### src/rtl/rat_pkg.sv
package rat_pkg;
  parameter int unsigned DEF_ROWS    = 64;
  parameter int unsigned DEF_CNT_W   = 16;
  parameter int unsigned DEF_THR_BIT = 10;
endpackage

### src/rtl/rat_cnt_bank.sv
module rat_cnt_bank #(
  parameter int unsigned ROWS  = rat_pkg::DEF_ROWS,
  parameter int unsigned CNT_W = rat_pkg::DEF_CNT_W,
  localparam int unsigned ROW_W = $clog2(ROWS)
) (
  input  logic             clk_i,
  input  logic             rst_ni,
  input  logic [ROW_W-1:0] rd_row_i,
  output logic [CNT_W-1:0] rd_cnt_o,
  input  logic [ROW_W-1:0] dbg_row_i,
  output logic [CNT_W-1:0] dbg_cnt_o,
  input  logic             wr_en_i,
  input  logic [ROW_W-1:0] wr_row_i,
  input  logic [CNT_W-1:0] wr_cnt_i
);
  logic [CNT_W-1:0] cnt_q [ROWS];

  always_ff @(posedge clk_i or negedge rst_ni) begin
    if (!rst_ni) cnt_q <= '{default: '0};
    else if (wr_en_i) cnt_q[wr_row_i] <= wr_cnt_i;
  end

  assign rd_cnt_o  = cnt_q[rd_row_i];
  assign dbg_cnt_o = cnt_q[dbg_row_i];

  // a write always moves the addressed counter
  a_r2_counter_moves: assert property (@(posedge clk_i) disable iff (!rst_ni)
    wr_en_i |=> cnt_q[$past(wr_row_i)] != $past(cnt_q[wr_row_i]));
endmodule

### src/rtl/rat_stride_det.sv
module rat_stride_det #(
  parameter int unsigned CNT_W   = rat_pkg::DEF_CNT_W,
  parameter int unsigned THR_BIT = rat_pkg::DEF_THR_BIT
) (
  input  logic [CNT_W-1:0] cnt_i,
  output logic [CNT_W-1:0] nxt_o,
  output logic             hit_o
);
  // modulo 2^CNT_W increment; wrap needs no special case
  assign nxt_o = cnt_i + CNT_W'(1);
  assign hit_o = cnt_i[THR_BIT] ^ nxt_o[THR_BIT];
endmodule

### src/rtl/rat_push_hold.sv
module rat_push_hold #(
  parameter int unsigned ROW_W = 6
) (
  input  logic             clk_i,
  input  logic             rst_ni,
  input  logic             req_i,
  input  logic [ROW_W-1:0] row_i,
  input  logic             svc_ready_i,
  output logic             svc_valid_o,
  output logic [ROW_W-1:0] svc_row_o,
  output logic             busy_o
);
  logic             pend_q;
  logic [ROW_W-1:0] pend_row_q;

  always_ff @(posedge clk_i or negedge rst_ni) begin
    if (!rst_ni) begin
      pend_q     <= 1'b0;
      pend_row_q <= '0;
    end else if (pend_q) begin
      if (svc_ready_i) pend_q <= 1'b0;
    end else if (req_i && !svc_ready_i) begin
      pend_q     <= 1'b1;
      pend_row_q <= row_i;
    end
  end

  assign svc_valid_o = pend_q || req_i;
  assign svc_row_o   = pend_q ? pend_row_q : row_i;
  assign busy_o      = pend_q;

  a_r7_hold_offer: assert property (@(posedge clk_i) disable iff (!rst_ni)
    svc_valid_o && !svc_ready_i |=> svc_valid_o && $stable(svc_row_o));
  a_r9_release: assert property (@(posedge clk_i) disable iff (!rst_ni)
    pend_q && svc_ready_i |=> !busy_o);
endmodule

### src/rtl/row_act_tracker.sv
module row_act_tracker #(
  parameter int unsigned ROWS    = rat_pkg::DEF_ROWS,
  parameter int unsigned CNT_W   = rat_pkg::DEF_CNT_W,
  parameter int unsigned THR_BIT = rat_pkg::DEF_THR_BIT,
  localparam int unsigned ROW_W  = $clog2(ROWS)
) (
  input  logic             clk_i,
  input  logic             rst_ni,
  input  logic             act_valid_i,
  input  logic [ROW_W-1:0] act_row_i,
  output logic             act_ready_o,
  output logic             svc_valid_o,
  output logic [ROW_W-1:0] svc_row_o,
  input  logic             svc_ready_i,
  input  logic [ROW_W-1:0] dbg_row_i,
  output logic [CNT_W-1:0] dbg_cnt_o
);
  logic             accept, hit, busy;
  logic [CNT_W-1:0] cur_cnt, nxt_cnt;

  assign act_ready_o = !busy;
  assign accept      = act_valid_i && act_ready_o;

  rat_cnt_bank #(.ROWS(ROWS), .CNT_W(CNT_W)) u_bank (
    .clk_i, .rst_ni,
    .rd_row_i (act_row_i), .rd_cnt_o (cur_cnt),
    .dbg_row_i, .dbg_cnt_o,
    .wr_en_i (accept), .wr_row_i (act_row_i), .wr_cnt_i (nxt_cnt)
  );

  rat_stride_det #(.CNT_W(CNT_W), .THR_BIT(THR_BIT)) u_det (
    .cnt_i (cur_cnt), .nxt_o (nxt_cnt), .hit_o (hit)
  );

  rat_push_hold #(.ROW_W(ROW_W)) u_push (
    .clk_i, .rst_ni,
    .req_i (accept && hit), .row_i (act_row_i),
    .svc_ready_i, .svc_valid_o, .svc_row_o, .busy_o (busy)
  );

  // with nothing pending, an offer only comes from a live activate
  a_r3_offer_from_act: assert property (@(posedge clk_i) disable iff (!rst_ni)
    svc_valid_o && act_ready_o |-> act_valid_i && svc_row_o == act_row_i);
  // back-pressure persists while the queue refuses an offer
  a_r8_stall_blocks: assert property (@(posedge clk_i) disable iff (!rst_ni)
    svc_valid_o && !svc_ready_i |=> !act_ready_o);
endmodule

### config.mk
export PLATFORM = sky130hd
export DESIGN_NAME = row_act_tracker
export DESIGN_NICKNAME = d
export VERILOG_FILES = /design/src/rtl/rat_pkg.sv /design/src/rtl/rat_cnt_bank.sv /design/src/rtl/rat_stride_det.sv /design/src/rtl/rat_push_hold.sv /design/src/rtl/row_act_tracker.sv
export SDC_FILE = /design/constraint.sdc
export NUM_CORES = 2
export LEC_CHECK = 0
export CAP_MARGIN = 30
export CORE_ASPECT_RATIO = 0.8
export CORE_MARGIN = 5
export CORE_UTILIZATION = 39
export DETAILED_ROUTE_END_ITERATION = 7
export DONT_BUFFER_PORTS = 1
export PLACE_DENSITY_LB_ADDON = 0.08
export SYNTH_ARGS = -nofsm -noshare
export SYNTH_HDL_FRONTEND = slang
export SYNTH_SLANG_ARGS = --single-unit
export TNS_END_PERCENT = 50
### constraint.sdc
create_clock -name clk_i -period 8.93 [get_ports clk_i]
set_input_delay 0.893 -clock clk_i [delete_from_list [all_inputs] [get_ports clk_i]]
set_output_delay 0.893 -clock clk_i [all_outputs]
set_load 0.05 [all_outputs]
==> impl_metrics.tcl <==
set metrics [dict create \
    die_w_um 428 \
    hold_viol 0 \
    synth_area_leaders "dfrtp_1 (47%), mux4_2 (16%), o21ai_0 (6.8%)" \
    multi_input_area_um2 26700 \
    max-slew-margin-rel_pct 6.49 \
    ys.flop_type "dfrtp_1" \
    clock_sinks 1031 \
    max_cap_viol_count 0 \
    clock_latency_ns 0.74 \
    drc 0 \
    syn_avg_cell_area_um2 11.4 \
    cp_max_fo 324 \
    routedWlPerCell_um 32.7 \
    fin_crit_sh_pct 73.7 \
    finalSetupTns_ns 0 \
    rows 122 \
    r2r_end "u_bank.cnt_q[793]$_DFFE_PN0P_" \
    maxSlewViolCount 0 \
    dr_total_vias 39695 \
    htreeDepth 3 \
    via_per_inst 6.14 \
    clkSlewWorstSetupHoldPaths_ns 0.06 \
    outcome "finished, final reports clean" \
    ys_ff_latch 1031 \
    skew_ns 0.0228 \
    cts_inserted_buffers 113 \
    critPathKind "in -> out" \
    cp-start-kind "input pin" \
    track_usage_pct 28.5 \
    syn_inst 4791 \
    yosys_warnings 0 \
    core_area_um2 139000 \
    syn_to_final_growth_pct 9.19 \
    period_needed_ns 6.58 \
    cp.required_ns 8.04 \
    ff2ff_path_depth 9 \
    synth_cell_types 82 \
    layout-drive-gt1-share_pct 23.3 \
    grt_pass1_wl_um 303000 \
    dp_hpwl_um 125000 \
    cts_tree "done" \
    p_per_area_nw_per_um2 189 \
    start_util_pct 39.4 \
    initialDrtViolationCount 4495 \
    place_congestion 0.852 \
    first_pass_iters 8 \
    grt_max_degree 325 \
    num-fill-cells 13252 \
    clock_path_buffers 3 \
    antenna_found_initial 9 \
    setup_ws_ns 2.35 \
    portBuffers 0 \
    rsz0062_at_grt "false" \
    yosys.area.top_type "dfrtp_1" \
    setup_viol 0 \
    postCtsSetupBuffers 0 \
    pre_cts_ws_ns 2.62 \
    grt_overflow 0 \
    die_h_um 345 \
    worst_ep_arrival_time_ns 5.69 \
    reg2reg_from "u_bank.cnt_q[290]$_DFFE_PN0P_" \
    antenna_left 0 \
    dieArea_um2 148000 \
    synthArstFlopShare_pct 100 \
    hold_path.class "in -> async" \
    holdWs_ns 0.0674 \
    rrSetupSlack_ns 3.88 \
    synth_area_um2 54600 \
    clock-root-buffer "clkbuf_16" \
    crit_path_end_kind "primary output" \
    synth_top_area_share_pct 47.3 \
    cellLeakagePower_nw 25.2 \
    ir_drop_v 0.000146 \
    tightest_slew_ns 1.40 \
    grt_pass1_vias 38821 \
    seq_area_frac_synth_pct 47.3 \
    fmax_mhz 152 \
    io-pin-count 40 \
    register_area_um2 25800 \
    synth_nets 4808 \
    drt_wl_total_um 212000 \
    final_nets 4540 \
    synth_edf_count 0 \
]
==> cell usage after synthesis (all sizes together) (4+ instances only) <==
cell type	count
a211oi	6
a21oi	26
a221o	15
a221oi	53
a222oi	4
a22o	15
a22oi	90
a31oi	10
a32oi	10
and2	6
and3	15
and3b	4
and4	4
buf	169
clkbuf	350
dfrtp	1031
inv	8
mux2	258
mux2i	224
mux4	396
nand2	953
nand2b	8
nand3	31
nand3b	9
nand4	12
nor2	37
nor2b	9
nor3	10
nor3b	8
nor4	6
nor4b	4
o211ai	8
o21ai	810
o221ai	8
o22a	7
o22ai	62
o2bb2ai	12
o31ai	65
xnor2	4
xor2	9
==> worst max-delay path by stage <==
stage                 start          end  cells past startpoint
4_1_cts        act_row_i[2]  svc_valid_o                     12
3_3_place_gp   act_row_i[2]  svc_valid_o                     12
3_5_place_dp   act_row_i[2]  svc_valid_o                     12
5_1_grt        act_row_i[2]  svc_valid_o                     12
2_1_floorplan  act_row_i[2]  svc_valid_o                     16
6_report       act_row_i[0]  svc_valid_o                     12
==> cell usage in the layout, fill, tap and decap left out, types with 33 or more instances in the layout <==
cell type,instances
dfrtp_1,1031
nand2_1,945
o21ai_0,733
mux4_2,396
mux2_2,252
mux2i_1,224
buf_4,126
clkbuf_16,113
a22oi_1,90
o21ai_1,77
o22ai_1,62
o31ai_2,58
a221oi_1,52
nor2_1,33
==> cell type report <==
type	count	area share (%)
Sequential cell	1031	43.3
Inverter	9	0.0567
Antenna cell	5	0.0210
Multi-Input combinational cell	3232	44.7
Tap cell	1860	3.90
Clock inverter	25	0.504
Clock buffer	167	5.57
Timing Repair Buffer	136	1.97
==> cell families (layout without fill, tap and decap cells) <==
logic type	after synthesis	in the layout	share of synthesized area, %
compound gates	1217	1217	13.7
simple gates	1123	1123	8.45
flops	1031	1031	47.3
mux	878	878	25.8
buf+inv	528	337	4.48
xor+xnor	13	13	0.277
fa+ha+maj	1	1	0.0229
other cells	0	5	0
==> metal layers <==
metal | vias up | track usage [%] | routed length, um
met4 | 4 | 7.88 | 6730
met5 | - | 0 | 27
li1 | 17092 | - | -
met1 | 20760 | 40.8 | 93900
met3 | 340 | 9.85 | 21500
met2 | 1499 | 41.3 | 89400
==> flip-flops by register name, indices dropped and copies added (netlist names) <==
signal / flops
u_bank.cnt_q: 1024
u_push.pend_row_q: 6
u_push.busy_o: 1
==> repair_timing <==
| item | 4_1_cts | 5_1_grt |
|---|---|---|
| hold buffers | 2 | 0 |
| setup endpoints to repair | 0 | 0 |
| endpoints found under the hold margin | 28 | 0 |
| resized for setup | 0 | 0 |
==> per-stage QoR <==
| stage | total power [mW] | instance area [um^2] | instances | util (%) |
|---|---|---|---|---|
| after floorplan | 6.18 | 54600 | 4791 | - |
| after global placement | 6.57 | 55900 | 6264 | 40.3 |
| after detailed placement | 6.59 | 55900 | 6264 | 40.3 |
| after CTS | 11.3 | 59600 | 6458 | 42.9 |
| after global routing | 11.7 | 59600 | 6460 | 43.0 |
| final | 11.3 | 59600 | 6465 | 43.0 |
==> worst max-delay path: stages <==
cell,delay [ns]
nor2_2,0.80
buf_4,0.48
a221oi_1,0.16
o22ai_1,0.16
a22o_1,0.24
nor4_1,0.11
inv_1,0.08
ha_2,0.24
o41ai_2,0.17
nor4_4,0.44
nand3b_1,0.45
o21ai_1,0.92
==> where the power goes <==
group | internal (mW) | switching [mW] | total (mW)
clock network | 2.74 | 2.00 | 4.74
registers | 4.98 | 0.251 | 5.23
logic | 0.543 | 0.763 | 1.31
total | 8.26 | 3.02 | 11.3
Power figures use the tool's default switching activity.
